<file path="src/rtl/sid_pkg.sv">
`timescale 1ns/1ps
package sid_pkg;
  localparam int CNT_W   = 11;
  localparam int GEN_W   = 8;
  localparam int ERR_BIT = 31;
  localparam int GEN_LSB = 16;
  localparam int CNT_LSB = 2;

  typedef enum logic {
    REG_PTR  = 1'b0,
    REG_STAT = 1'b1
  } reg_sel_e;

  typedef struct packed {
    logic acceptQ;
    logic clrCount;
    logic bumpGen;
    logic setErr;
    logic clrErr;
    logic loadPtr;
  } ctrl_t;
endpackage

</file>
<file path="src/rtl/sid_ctrl.sv">
`timescale 1ns/1ps
module sid_ctrl #(
  parameter int ALIGN_LSB = 11
) (
  input  logic                     clk,
  input  logic                     rstN,
  input  logic                     busReset,
  input  logic                     qValid,
  input  logic                     rxError,
  input  logic                     rxDone,
  input  logic                     hostWrErr,
  input  logic                     regWrEn,
  input  logic                     regWrSel,
  input  logic [sid_pkg::CNT_W-1:0] count,
  output sid_pkg::ctrl_t           strb
);
  import sid_pkg::*;

  localparam int MAXQ = 1 << (ALIGN_LSB - 2);
  localparam logic [CNT_W-1:0] MAXQ_C = CNT_W'(MAXQ);

  logic pendErr;
  logic anyErr;

  assign anyErr = rxError | hostWrErr;

  always_comb begin
    strb          = '0;
    strb.clrCount = busReset;
    strb.bumpGen  = busReset;
    strb.acceptQ  = qValid && !busReset && (count < MAXQ_C);
    strb.setErr   = anyErr;
    strb.clrErr   = rxDone && !pendErr && !anyErr;
    strb.loadPtr  = regWrEn && (reg_sel_e'(regWrSel) == REG_PTR);
  end

  // Tracks whether the reception in progress has seen any error.
  always_ff @(posedge clk) begin
    if (!rstN)                   pendErr <= 1'b0;
    else if (anyErr)             pendErr <= 1'b1;
    else if (busReset || rxDone) pendErr <= 1'b0;
  end
endmodule

</file>
<file path="src/rtl/sid_datapath.sv">
`timescale 1ns/1ps
module sid_datapath #(
  parameter int ALIGN_LSB = 11
) (
  input  logic                      clk,
  input  logic                      rstN,
  input  sid_pkg::ctrl_t            strb,
  input  logic [31:0]               qData,
  input  logic [31:0]               regWrData,
  output logic [sid_pkg::CNT_W-1:0] count,
  output logic [31:0]               ptrReg,
  output logic [31:0]               statusReg,
  output logic                      memWrEn,
  output logic [31:0]               memWrAddr,
  output logic [31:0]               memWrData
);
  import sid_pkg::*;

  localparam logic [31:0] PTR_MASK = ~((32'd1 << ALIGN_LSB) - 32'd1);

  logic [GEN_W-1:0] gen;
  logic             errFlag;
  logic [31:0]      slotOffset;

  assign slotOffset = 32'(count) << 2;

  always_ff @(posedge clk) begin
    if (!rstN) begin
      ptrReg    <= '0;
      count     <= '0;
      gen       <= '0;
      errFlag   <= 1'b0;
      memWrEn   <= 1'b0;
      memWrAddr <= '0;
      memWrData <= '0;
    end else begin
      if (strb.loadPtr) ptrReg <= regWrData & PTR_MASK;

      memWrEn <= strb.acceptQ;
      if (strb.acceptQ) begin
        memWrAddr <= ptrReg | slotOffset;
        memWrData <= qData;
      end

      if (strb.clrCount)     count <= '0;
      else if (strb.acceptQ) count <= count + 1'b1;

      if (strb.bumpGen) gen <= gen + 1'b1;

      if (strb.setErr)      errFlag <= 1'b1;
      else if (strb.clrErr) errFlag <= 1'b0;
    end
  end

  always_comb begin
    statusReg                          = '0;
    statusReg[ERR_BIT]                 = errFlag;
    statusReg[GEN_LSB+GEN_W-1:GEN_LSB] = gen;
    statusReg[CNT_LSB+CNT_W-1:CNT_LSB] = count;
  end
endmodule

</file>
<file path="src/rtl/sid_tracker.sv">
`timescale 1ns/1ps
module sid_tracker #(
  parameter int ALIGN_LSB = 11
) (
  input  logic        clk,
  input  logic        rstN,
  input  logic        busReset,
  input  logic        qValid,
  input  logic [31:0] qData,
  input  logic        rxError,
  input  logic        rxDone,
  input  logic        hostWrErr,
  input  logic        regWrEn,
  input  logic        regWrSel,
  input  logic [31:0] regWrData,
  output logic [31:0] ptrReg,
  output logic [31:0] statusReg,
  output logic        memWrEn,
  output logic [31:0] memWrAddr,
  output logic [31:0] memWrData
);
  sid_pkg::ctrl_t              strb;
  logic [sid_pkg::CNT_W-1:0]   count;

  sid_ctrl #(.ALIGN_LSB(ALIGN_LSB)) u_ctrl (
    .clk(clk), .rstN(rstN), .busReset(busReset), .qValid(qValid),
    .rxError(rxError), .rxDone(rxDone), .hostWrErr(hostWrErr),
    .regWrEn(regWrEn), .regWrSel(regWrSel), .count(count), .strb(strb)
  );

  sid_datapath #(.ALIGN_LSB(ALIGN_LSB)) u_dp (
    .clk(clk), .rstN(rstN), .strb(strb), .qData(qData),
    .regWrData(regWrData), .count(count), .ptrReg(ptrReg),
    .statusReg(statusReg), .memWrEn(memWrEn), .memWrAddr(memWrAddr),
    .memWrData(memWrData)
  );
endmodule

</file>
<file path="config.mk">
export PLATFORM = sky130hd
export DESIGN_NAME = sid_tracker
export DESIGN_NICKNAME = d
export VERILOG_FILES = /design/src/rtl/sid_pkg.sv /design/src/rtl/sid_ctrl.sv /design/src/rtl/sid_datapath.sv /design/src/rtl/sid_tracker.sv
export SDC_FILE = /design/constraint.sdc
export NUM_CORES = 1
export LEC_CHECK = 0
export BUFFER_PORTS_ARGS = -buffer_cell sky130_fd_sc_hd__buf_2
export CORE_ASPECT_RATIO = 1.2
export CORE_MARGIN = 3
export CORE_UTILIZATION = 41
export CTS_CLUSTER_DIAMETER = 100
export DETAILED_ROUTE_END_ITERATION = 6
export HOLD_SLACK_MARGIN = 0.06
export PLACE_DENSITY = 0.84
export SLEW_MARGIN = 5
export SYNTH_ARGS = -nofsm -noshare
export SYNTH_HDL_FRONTEND = slang
export SYNTH_HIERARCHICAL = 1
export SYNTH_SLANG_ARGS = --single-unit
</file>
<file path="constraint.sdc">
create_clock -name clk -period 1.61 [get_ports clk]
set_clock_uncertainty 0.05 [all_clocks]
set_input_delay 0.0805 -clock clk [delete_from_list [all_inputs] [get_ports clk]]
set_output_delay 0.0805 -clock clk [all_outputs]
set_load 0.03 [all_outputs]
</file>
After elaboration in Yosys (flattened, before gate mapping)
Cells that the tools add are included.
Storage, ports and cells
  output and inout port bits: 129
  word-level logic and storage cells: 31
  input bits: 73
  register bits: 107
Cells by class
  reductions and logical operators: 12
  add/sub/neg operators: 2
  mux-type cells: 4
  bitwise logic cells: 4
  order comparisons: 1
Operators by type and width (count)
  $or A32 B13 Y32: 1
  $add A11 B1 Y11 const B: 1
  $lt A11 B10 Y1 const B: 1
  $add A8 B1 Y8 const B: 1
  $logic_and A1 B1 Y1: 5
  $mux W1: 4
  $reduce_bool A2 Y1: 2
  $logic_not A1 Y1: 3
  $not A1 Y1: 2
  $reduce_or A2 Y1: 1
  $logic_or A1 B1 Y1: 1
  $or A1 B1 Y1: 1

Longest topological paths before layout
Gate-level depths: netlist of the first run.
  depth after elaboration: 5
  gate-level depth with buffers: 6
  depth with buffers taken out: 5

Cells and area by module
The synthesis of the first run kept the hierarchy.
By module, submodules not included
  sid_datapath: instances 1, area each 4067.7 um^2, seq. area each 2082.0 um^2, cells an instance 408
  sid_ctrl: instances 1, area each 93.8 um^2, seq. area each 20.0 um^2, cells an instance 10

Least setup slack after synthesis of the first run
OpenSTA, ideal clock, no wires.
  path type: register to register
  start: reg u_dp/count[9] in the netlist's numbering
  end: reg u_dp/count[9] in the netlist's numbering
  arrival time: 1.524 ns
  setup slack: -0.034 ns
  required time: 1.490 ns
  path buffers: 1
  period minus slack after synthesis: 1.644 ns
  stages on the path, launching flop included: 6
  setup time: 0.070 ns
  cell sequence: dfxtp_1 nor4b_1 buf_4 nand4_1 or4_1 a21oi_1
RTL lines
  start: declaration: RTL line sid_datapath.sv:10  | output logic [sid_pkg::CNT_W-1:0] count,
  start signal: assignment: RTL line sid_datapath.sv:46  | else if (strb.acceptQ) count <= count + 1'b1;

==> results.tsv, run 1 <==
stage	metric	value	unit
clock_network	H-Tree Depth	3	
timing	clock period minus worst slack	1673	ps
drt	DRC errors left	0	
power_and_ir_drop	IR drop worst, VDD	588.7	µV
global_routing	global-route wire length before repair	17.46	mm
clock_network	CTS tree	yes	
global_routing	Tot GR Track Use	18.93	%
power_and_ir_drop	part of the power in registers	47.4	%
critical_path	Setup crit end kind	flip-flop	
clock_network	CTS Buf Count	9	
power_and_ir_drop	final total power	0.005783	W
power_and_ir_drop	Pleak	2.812	nW
power_and_ir_drop	switching part of the total	25.96	%
yosys	Post-synth EDFFs	0	
layout	share of cells above drive strength 1	33.96	%
floorplanning	DIE HEIGHT	116.4	µm
yosys	post-synth top area share	50.51	%
drt	DR WL/cell	14.67	µm
power_and_ir_drop	clock power share	37.9	%
drt	Initial DRT Pass Iterations	4	
critical_path	CP startpoint	u_dp/count[10]	
critical_path	Crit path required time	1830	ps
outcome	failing checks	setup timing	
yosys	largest cells by area after synthesis	dfxtp_1 51%, mux2i_1 20%, nor2_1 8.5%, buf_4 7.9%, a21oi_1 1.3%	
drt	1st-iter DRT viols	119	
yosys	Syn Inst Count	418	
timing	final setup vio count	3	
timing	setup TNS	-101.4	ps
yosys	unique cell type count in the Yosys netlist	32	
critical_path	FF-to-FF End	u_dp/count[7]	
drt	routed vias	3632	
floorplanning	Initial Util	42.86	%
placed_design	dpl hpwl	7.160	mm
floorplanning	Site Rows	39	
critical_path	FF-to-FF setup slack	-60	ps
yosys	Async S/R FF share, synth	0	%
power_and_ir_drop	PD cells	970.5	nW/µm²
drt	Routed Antenna Nets	0	
layout	Final nets	706	
drt	Total Routed Length	11.13	mm
floorplanning	Core ar.	9711	µm²
floorplanning	IO Pins	202	
yosys	most common cell in the synthesized netlist	dfxtp_1	
hold_path	worst min-delay path category	input port to flip-flop	
timing	Slew Limit Fails	0	
drt	vias per inst	4.785	
yosys	area leader, netlist	dfxtp_1	
timing	final hold vios	0	
clock_network	Clock Path Buffers	2	
yosys	sequential element share of the synthesized area	50.51	%
yosys	top_reg_cell synth	dfxtp_1	
layout	Area growth syn-to-layout	43.17	%
timing	Final period util	103.9	%
yosys	YS warnings	6	
yosys	number of synthesized register bits	105	
clock_network	CTS Sinks	105	
placed_design	Cell Area, Placed	4987	µm²
clock_network	clock-pin slew on the worst setup and hold paths	70	ps
critical_path	crit path launch type	flip-flop	
yosys	Avg Cell Area, Syn	9.956	µm²
clock_network	worst skew pair latency	330	ps
critical_path	crit path to	u_dp/count[7]	
timing	f_max	597.7	MHz
floorplanning	Die W	97.97	µm
power_and_ir_drop	Pint	0.004282	W
floorplanning	Die ar.	11400	µm²
critical_path	Worst EP arrival	1890	ps
layout	n_diodes	0	
yosys	Post-synth top cells	105 x dfxtp_1, 94 x nor2_1, 83 x mux2i_1	
power_and_ir_drop	NetSw	0.001501	W
global_routing	initial antenna violation count	1	
global_routing	vias in the first global route	3704	
placed_design	PortBufs	165	
global_routing	grt ovf	0	
critical_path	Critical R2R Launch	u_dp/count[10]	
layout	final core utilization	61.36	%
timing	RSZ-0062 raised after global routing	true	
clock_network	clock root buffer	clkbuf_16	
critical_path	Reg2Reg Depth	5	
timing	fin worst setup slack	-63.00	ps
critical_path	critical path peak fanout	6	
critical_path	Crit Path Class	flip-flop to flip-flop	
power_and_ir_drop	combinational fraction of design power	14.7	%
outcome	status	finished with violations	
global_routing	largest net degree at the start of global routing	54	
layout	fillcell total	784	
layout	Design Area, Final	5958	µm²
yosys	Mapped Area	4161	µm²
placed_design	Routability Congestion	0.7922	
job	max cap viols	0	
[routing by layer]
| layer | vias up | wire length (µm) | global-route usage (%) |
|---|---|---|---|
| met1 | 1700 | 4198 | 19.61 |
| met2 | 142 | 5927 | 36.06 |
| met4 | 2 | 291 | 8.310 |
| li1 | 1762 | - | - |
| met3 | 26 | 707 | 4.839 |
| met5 | - | 7 | 0 |
[critical path, cell delays in order, from the launching register on]
cell and delay [ps]:
dfxtp_2 330, nor4b_4 330, buf_4 200, nand2_1 70, or4_4 490, a21oi_2 130
[power by group through the flow]
stage               combinational (W)  clock (W)  sequential (W)
CTS                          0.000831    0.00225         0.00274
floorplan                    0.000383          0         0.00296
global placement             0.000699          0         0.00279
global route                 0.000910    0.00233         0.00275
detailed placement           0.000718          0         0.00280
finish                       0.000852    0.00219         0.00274
[what timing repair did]
action	4_1_cts	5_1_grt
cloned	0	1
hold buffers	57	0
pin swaps	6	3
gates resized for setup	5	13
endpoints found under the setup margin	6	45
endpoints found under the hold margin	57	0
setup buffers	2	1
[placed cells by master, fill, tap and decap left out, types with 5 or more instances in the layout]
cell type / instances
xor2_1: 6
conb_1: 25
buf_4: 14
dlygate4sd3_1: 57
dfxtp_1: 102
clkbuf_16: 10
buf_2: 165
nand2_1: 8
o21ai_0: 5
inv_1: 5
nand4_1: 5
a21oi_1: 10
mux2i_1: 80
nor2_1: 94
[state kept, by name, indices dropped and copies added, names as in the netlist]
register,flops
u_ctrl/pendErr,1
u_dp/memWrData,32
u_dp/ptrReg,21
u_dp/memWrAddr,30
u_dp/gen,8
u_dp/memWrEn,1
u_dp/errFlag,1
u_dp/count,11
[per-stage QoR]
step | std cells | worst slack (ps) | hold slack (ps)
2_1_floorplan | 442 | 28.69 | 148.2
3_3_place_gp | 684 | -24.99 | 261.3
3_5_place_dp | 684 | -86.11 | 271.0
4_1_cts | 758 | -69.29 | 132.1
5_1_grt | 759 | -130.3 | 176.0
6_report | 759 | -63.00 | 141.8
[cell families (layout without fill, tap and decap cells)]
| family | after synthesis | count (layout) | synth area share, % |
|---|---|---|---|
| adders and majority gates | 2 | 2 | 0.6012 |
| DFF | 105 | 105 | 50.51 |
| muxes | 83 | 83 | 19.96 |
| buffers and inverters | 68 | 262 | 10.31 |
| and+or+nand+nor | 128 | 128 | 13.59 |
| xor gates and xnor gates | 8 | 8 | 1.684 |
| other | 1 | 25 | 0.09011 |
| AOI/OAI and AO/OA | 23 | 23 | 3.247 |
[final cells by class]
| cell class | instances | area, µm² | area share [%] |
|---|---|---|---|
| multi-input cells | 269 | 1784 | 29.95 |
| flip-flops and latches | 105 | 2106 | 35.34 |
| repair buffers | 240 | 1587 | 26.63 |
| clock buffers | 10 | 239.0 | 4.011 |
| clock inverters | 6 | 66.31 | 1.113 |
| well taps | 123 | 153.9 | 2.583 |
| inverters | 6 | 22.52 | 0.3780 |
[worst min-delay path by stage]
stage                       start         endpoint  slack (ps)  cells past startpoint
finish                  hostWrErr     u_dp/errFlag         140                      6
global route                 rstN     u_dp/memWrEn         180                      3
CTS                     hostWrErr     u_dp/errFlag         130                      6
detailed placement  regWrData[22]  u_dp/ptrReg[22]         270                      3
global placement    regWrData[31]  u_dp/ptrReg[31]         260                      3
floorplan                    rstN   u_ctrl/pendErr         150                      1
Power figures use the tool's default switching activity.
==> inputs of run 2 (changes only) <==
CORE_MARGIN = 4   (was 3)
PLACE_DENSITY = 0.85   (was 0.84)
SYNTH_HIERARCHICAL = default   (was 1)
==> results.tsv, run 2 <==
stage	metric	value	unit	change
outcome	status	finished with violations		unchanged
outcome	failing checks	setup timing		unchanged
critical_path	WP buf/inv	0		was 1
placed_design	PortBufs	165		unchanged
global_routing	Tot GR Track Use	20.60	%	was 18.93%
placed_design	dpl hpwl	7.466	mm	was 7.160 mm
global_routing	met2 Usage GRT	38.27	%	was 36.06%
floorplanning	Die W	97.62	µm	was 97.97 µm
timing	relative slew slack	47.89	%	
timing	RSZ-0062 raised after global routing	true		unchanged
timing	Slew Limit Fails	0		unchanged
layout	commonest non-fill, non-tap cell in the layout	nand2_1		was buf_2
floorplanning	Site Rows	39		unchanged
drt	routed vias	4181		was 3632
global_routing	GR peak layer	met2		unchanged
yosys	Async S/R FF share, synth	0	%	unchanged
critical_path	critical path peak fanout	5		was 6
layout	Largest regs	u_dp.memWrData: 32 flops, u_dp.memWrAddr: 30 flops, u_dp.ptrReg: 21 flops		was u_dp/memWrData: 32 flops, u_dp/memWrAddr: 30 flops, u_dp/ptrReg: 21 flops
timing	setup TNS	-243.2	ps	was -101.4 ps
drt	Initial DRT Pass Iterations	5		was 4
timing	Final period util	104.9	%	was 103.9%
drt	DR WL/cell	15.13	µm	was 14.67 µm
global_routing	met3 Use GR	4.937	%	was 4.839%
yosys	sequential element share of the synthesized area	53.20	%	was 50.51%
global_routing	initial antenna violation count	0		was 1
yosys	largest cells by area after synthesis	dfxtp_1 53%, nand2_1 17%, a21oi_1 12%, buf_4 4.9%, clkbuf_1 2.2%		was dfxtp_1 51%, mux2i_1 20%, nor2_1 8.5%, buf_4 7.9%, a21oi_1 1.3%
timing	final setup vio count	8		was 3
layout	share of cells above drive strength 1	34.17	%	was 33.96%
placed_design	Routability Congestion	0.8585		was 0.7922
critical_path	Setup crit end kind	flip-flop		unchanged
timing	fin worst setup slack	-78.12	ps	was -63.00 ps
global_routing	global-route wire length before repair	18.92	mm	was 17.46 mm
power_and_ir_drop	PD cells	942.0	nW/µm²	was 970.5 nW/µm²
critical_path	cell at the slowest stage of the critical path	or4b_4		was or4_4
yosys	post-synthesis compound-gate area fraction	13.24	%	was 3.247%
yosys	unique cell type count in the Yosys netlist	26		was 32
yosys	Syn Inst Count	494		was 418
critical_path	Crit Path Class	flip-flop to flip-flop		unchanged
yosys	number of synthesized register bits	105		unchanged
global_routing	met1 usage	21.04	%	was 19.61%
yosys	XOR/XNOR share of the synthesized area	1.108	%	was 1.684%
clock_network	Clock Path Buffers	2		unchanged
clock_network	clock-pin slew on the worst setup and hold paths	70	ps	about the same
layout	Largest register FFs	32		unchanged
layout	Design Area, Final	5996	µm²	was 5958 µm²
critical_path	Slowest Stage Delay on Critical Path	560	ps	was 490 ps
drt	vias per inst	4.960		was 4.785
critical_path	Worst EP arrival	1910	ps	was 1890 ps
critical_path	CP cell instances	or4b_4 -> or4_4 -> a21oi_2		was nor4b_4 -> buf_4 -> nand2_1 -> or4_4 -> a21oi_2
global_routing	largest net degree at the start of global routing	63		was 54
timing	Min Hold Slack	148.4	ps	was 141.8 ps
timing	final hold vios	0		unchanged
timing	clock period minus worst slack	1688	ps	was 1673 ps
yosys	post-synth top area share	53.20	%	was 50.51%
floorplanning	DIE HEIGHT	115.5	µm	was 116.4 µm
clock_network	CTS Buf Count	9		unchanged
placed_design	pre-CTS setup slack	-172.5	ps	was -86.11 ps
floorplanning	IO Pins	202		unchanged
layout	most frequent cells in the layout	167 x nand2_1, 165 x buf_2, 103 x dfxtp_1, 65 x a21oi_1, 56 x dlygate4sd3_1		was 165 x buf_2, 102 x dfxtp_1, 94 x nor2_1, 80 x mux2i_1, 57 x dlygate4sd3_1
power_and_ir_drop	IR drop worst, VDD	648.2	µV	was 588.7 µV
clock_network	worst skew pair latency	340	ps	was 330 ps
yosys	main combinational cell family by area after synthesis	simple AND/OR/NAND/NOR gates		was multiplexers
clock_network	CTS Sinks	105		unchanged
hold_path	worst min-delay path category	input port to flip-flop		unchanged
layout	Area growth syn-to-layout	51.74	%	was 43.17%
yosys	most common cell in the synthesized netlist	nand2_1		was dfxtp_1
yosys	Avg Cell Area, Syn	7.999	µm²	was 9.956 µm²
drt	Routed Antenna Nets	0		unchanged
yosys	Mapped Area	3951	µm²	was 4161 µm²
power_and_ir_drop	Pleak	2.636	nW	was 2.812 nW
yosys	Post-Synth Adder-Cell Area	0.6333	%	was 0.6013%
yosys	mux contribution to synthesized area	1.013	%	was 19.96%
drt	Total Routed Length	12.76	mm	was 11.13 mm
layout	Final nets	790		was 706
critical_path	Top delay family on crit path	simple AND/OR/NAND/NOR gates		unchanged
yosys	area leader, netlist	dfxtp_1		unchanged
placed_design	Cell Area, Placed	4845	µm²	was 4987 µm²
yosys	Post-synth EDFFs	0		unchanged
layout	largest register by flop count	u_dp.memWrData		was u_dp/memWrData
critical_path	crit path launch type	flip-flop		unchanged
critical_path	Crit path required time	1830	ps	about the same
clock_network	CTS tree	yes		unchanged
yosys	Post-synth top cells	176 x nand2_1, 105 x dfxtp_1, 93 x a21oi_1		was 105 x dfxtp_1, 94 x nor2_1, 83 x mux2i_1
yosys	top_reg_cell synth	dfxtp_1		unchanged
clock_network	clock root buffer	clkbuf_16		unchanged
global_routing	grt ovf	0		unchanged
layout	Finished Layout Cells	843		was 759
floorplanning	Core ar.	9467	µm²	was 9711 µm²
timing	worst-margin pin slew	781.7	ps	
drt	DRC errors left	0		unchanged
yosys	post-synthesis simple-gate area fraction	22.13	%	was 13.59%
timing	f_max	592.4	MHz	was 597.7 MHz
placed_design	Placed Cells	763		was 684
floorplanning	Initial Util	41.74	%	was 42.86%
clock_network	H-Tree Depth	3		unchanged
floorplanning	Die ar.	11280	µm²	was 11400 µm²
job	max cap viols	0		unchanged
global_routing	vias in the first global route	4058		was 3704
drt	1st-iter DRT viols	212		was 119
yosys	YS warnings	0		was 6
## run 2: changes by cell type after synthesis, sizes merged, moves of 3 or more
cell,before,now
nand2,8,176
nor2,94,9
a21oi,11,93
mux2i,83,4
buf,50,33
clkbuf,12,23
xor2,6,3
## run 2: timing repair
action | 4_1_cts | 5_1_grt
cloned | 1 | 6
hold buffers | 56 | 0
setup buffers | 0 | 1
hold endpoints to repair | 55 | 0
gates resized for setup | 7 | 41
endpoints found under the setup margin | 65 | 48
pin swaps | 3 | 6
## run 2: per-layer routing
metal	vias up	part of all wire (%)
met4	0	3.4
met5	-	0
met3	37	6.5
met1	1947	37
li1	2010	-
met2	187	53
## run 2: worst min-delay path, stage by stage
cell      delay [ps]
buf_2            120
nand2b_1         230
a21oi_2           50
## run 2: kinds of logic (layout without fill, tap and decap cells)
kind of cell / count (synthesis) / count (layout)
simple gates: 213 / 214
flops: 105 / 105
compound gates: 102 / 102
buf+inv: 62 / 260
xor+xnor: 5 / 5
mux: 4 / 4
fa+ha+maj: 2 / 2
other cells: 1 / 28
## run 2: metrics by stage
stage	utilization, %	total power [W]
2_1_floorplan	-	0.003262
3_3_place_gp	51.18	0.003410
3_5_place_dp	51.18	0.003431
4_1_cts	60.44	0.005621
5_1_grt	63.26	0.005881
6_report	63.34	0.005648
## run 2: area by class of cell
class / count / area (µm²)
clock inverter: 1 / 30.03
sequential: 105 / 2110
antenna: 3 / 7.507
fill: 761 / 3471
clock buffer: 12 / 246.5
tap: 123 / 153.9
inverter: 6 / 22.52
multi-input combinational: 352 / 1789
timing repair buffer: 241 / 1637
## run 2: path summary, 6_finish.rpt
path	end	depth (start not counted)	start	slack, ps
hold / removal	u_dp.count[3]	3	rstN	150
setup / recovery	u_dp.count[6]	3	u_dp.count[10]	-80
setup reg to reg	u_dp.count[6]	3	u_dp.count[10]	-80
hold reg to reg	u_dp.memWrAddr[15]	2	u_dp.memWrAddr[15]	400
## run 2: power by group
group          total [W]  internal, W  switching (W)
clock network    0.00208      0.00122       0.000856
logic           0.000844     0.000316       0.000528
registers        0.00272      0.00268      0.0000490
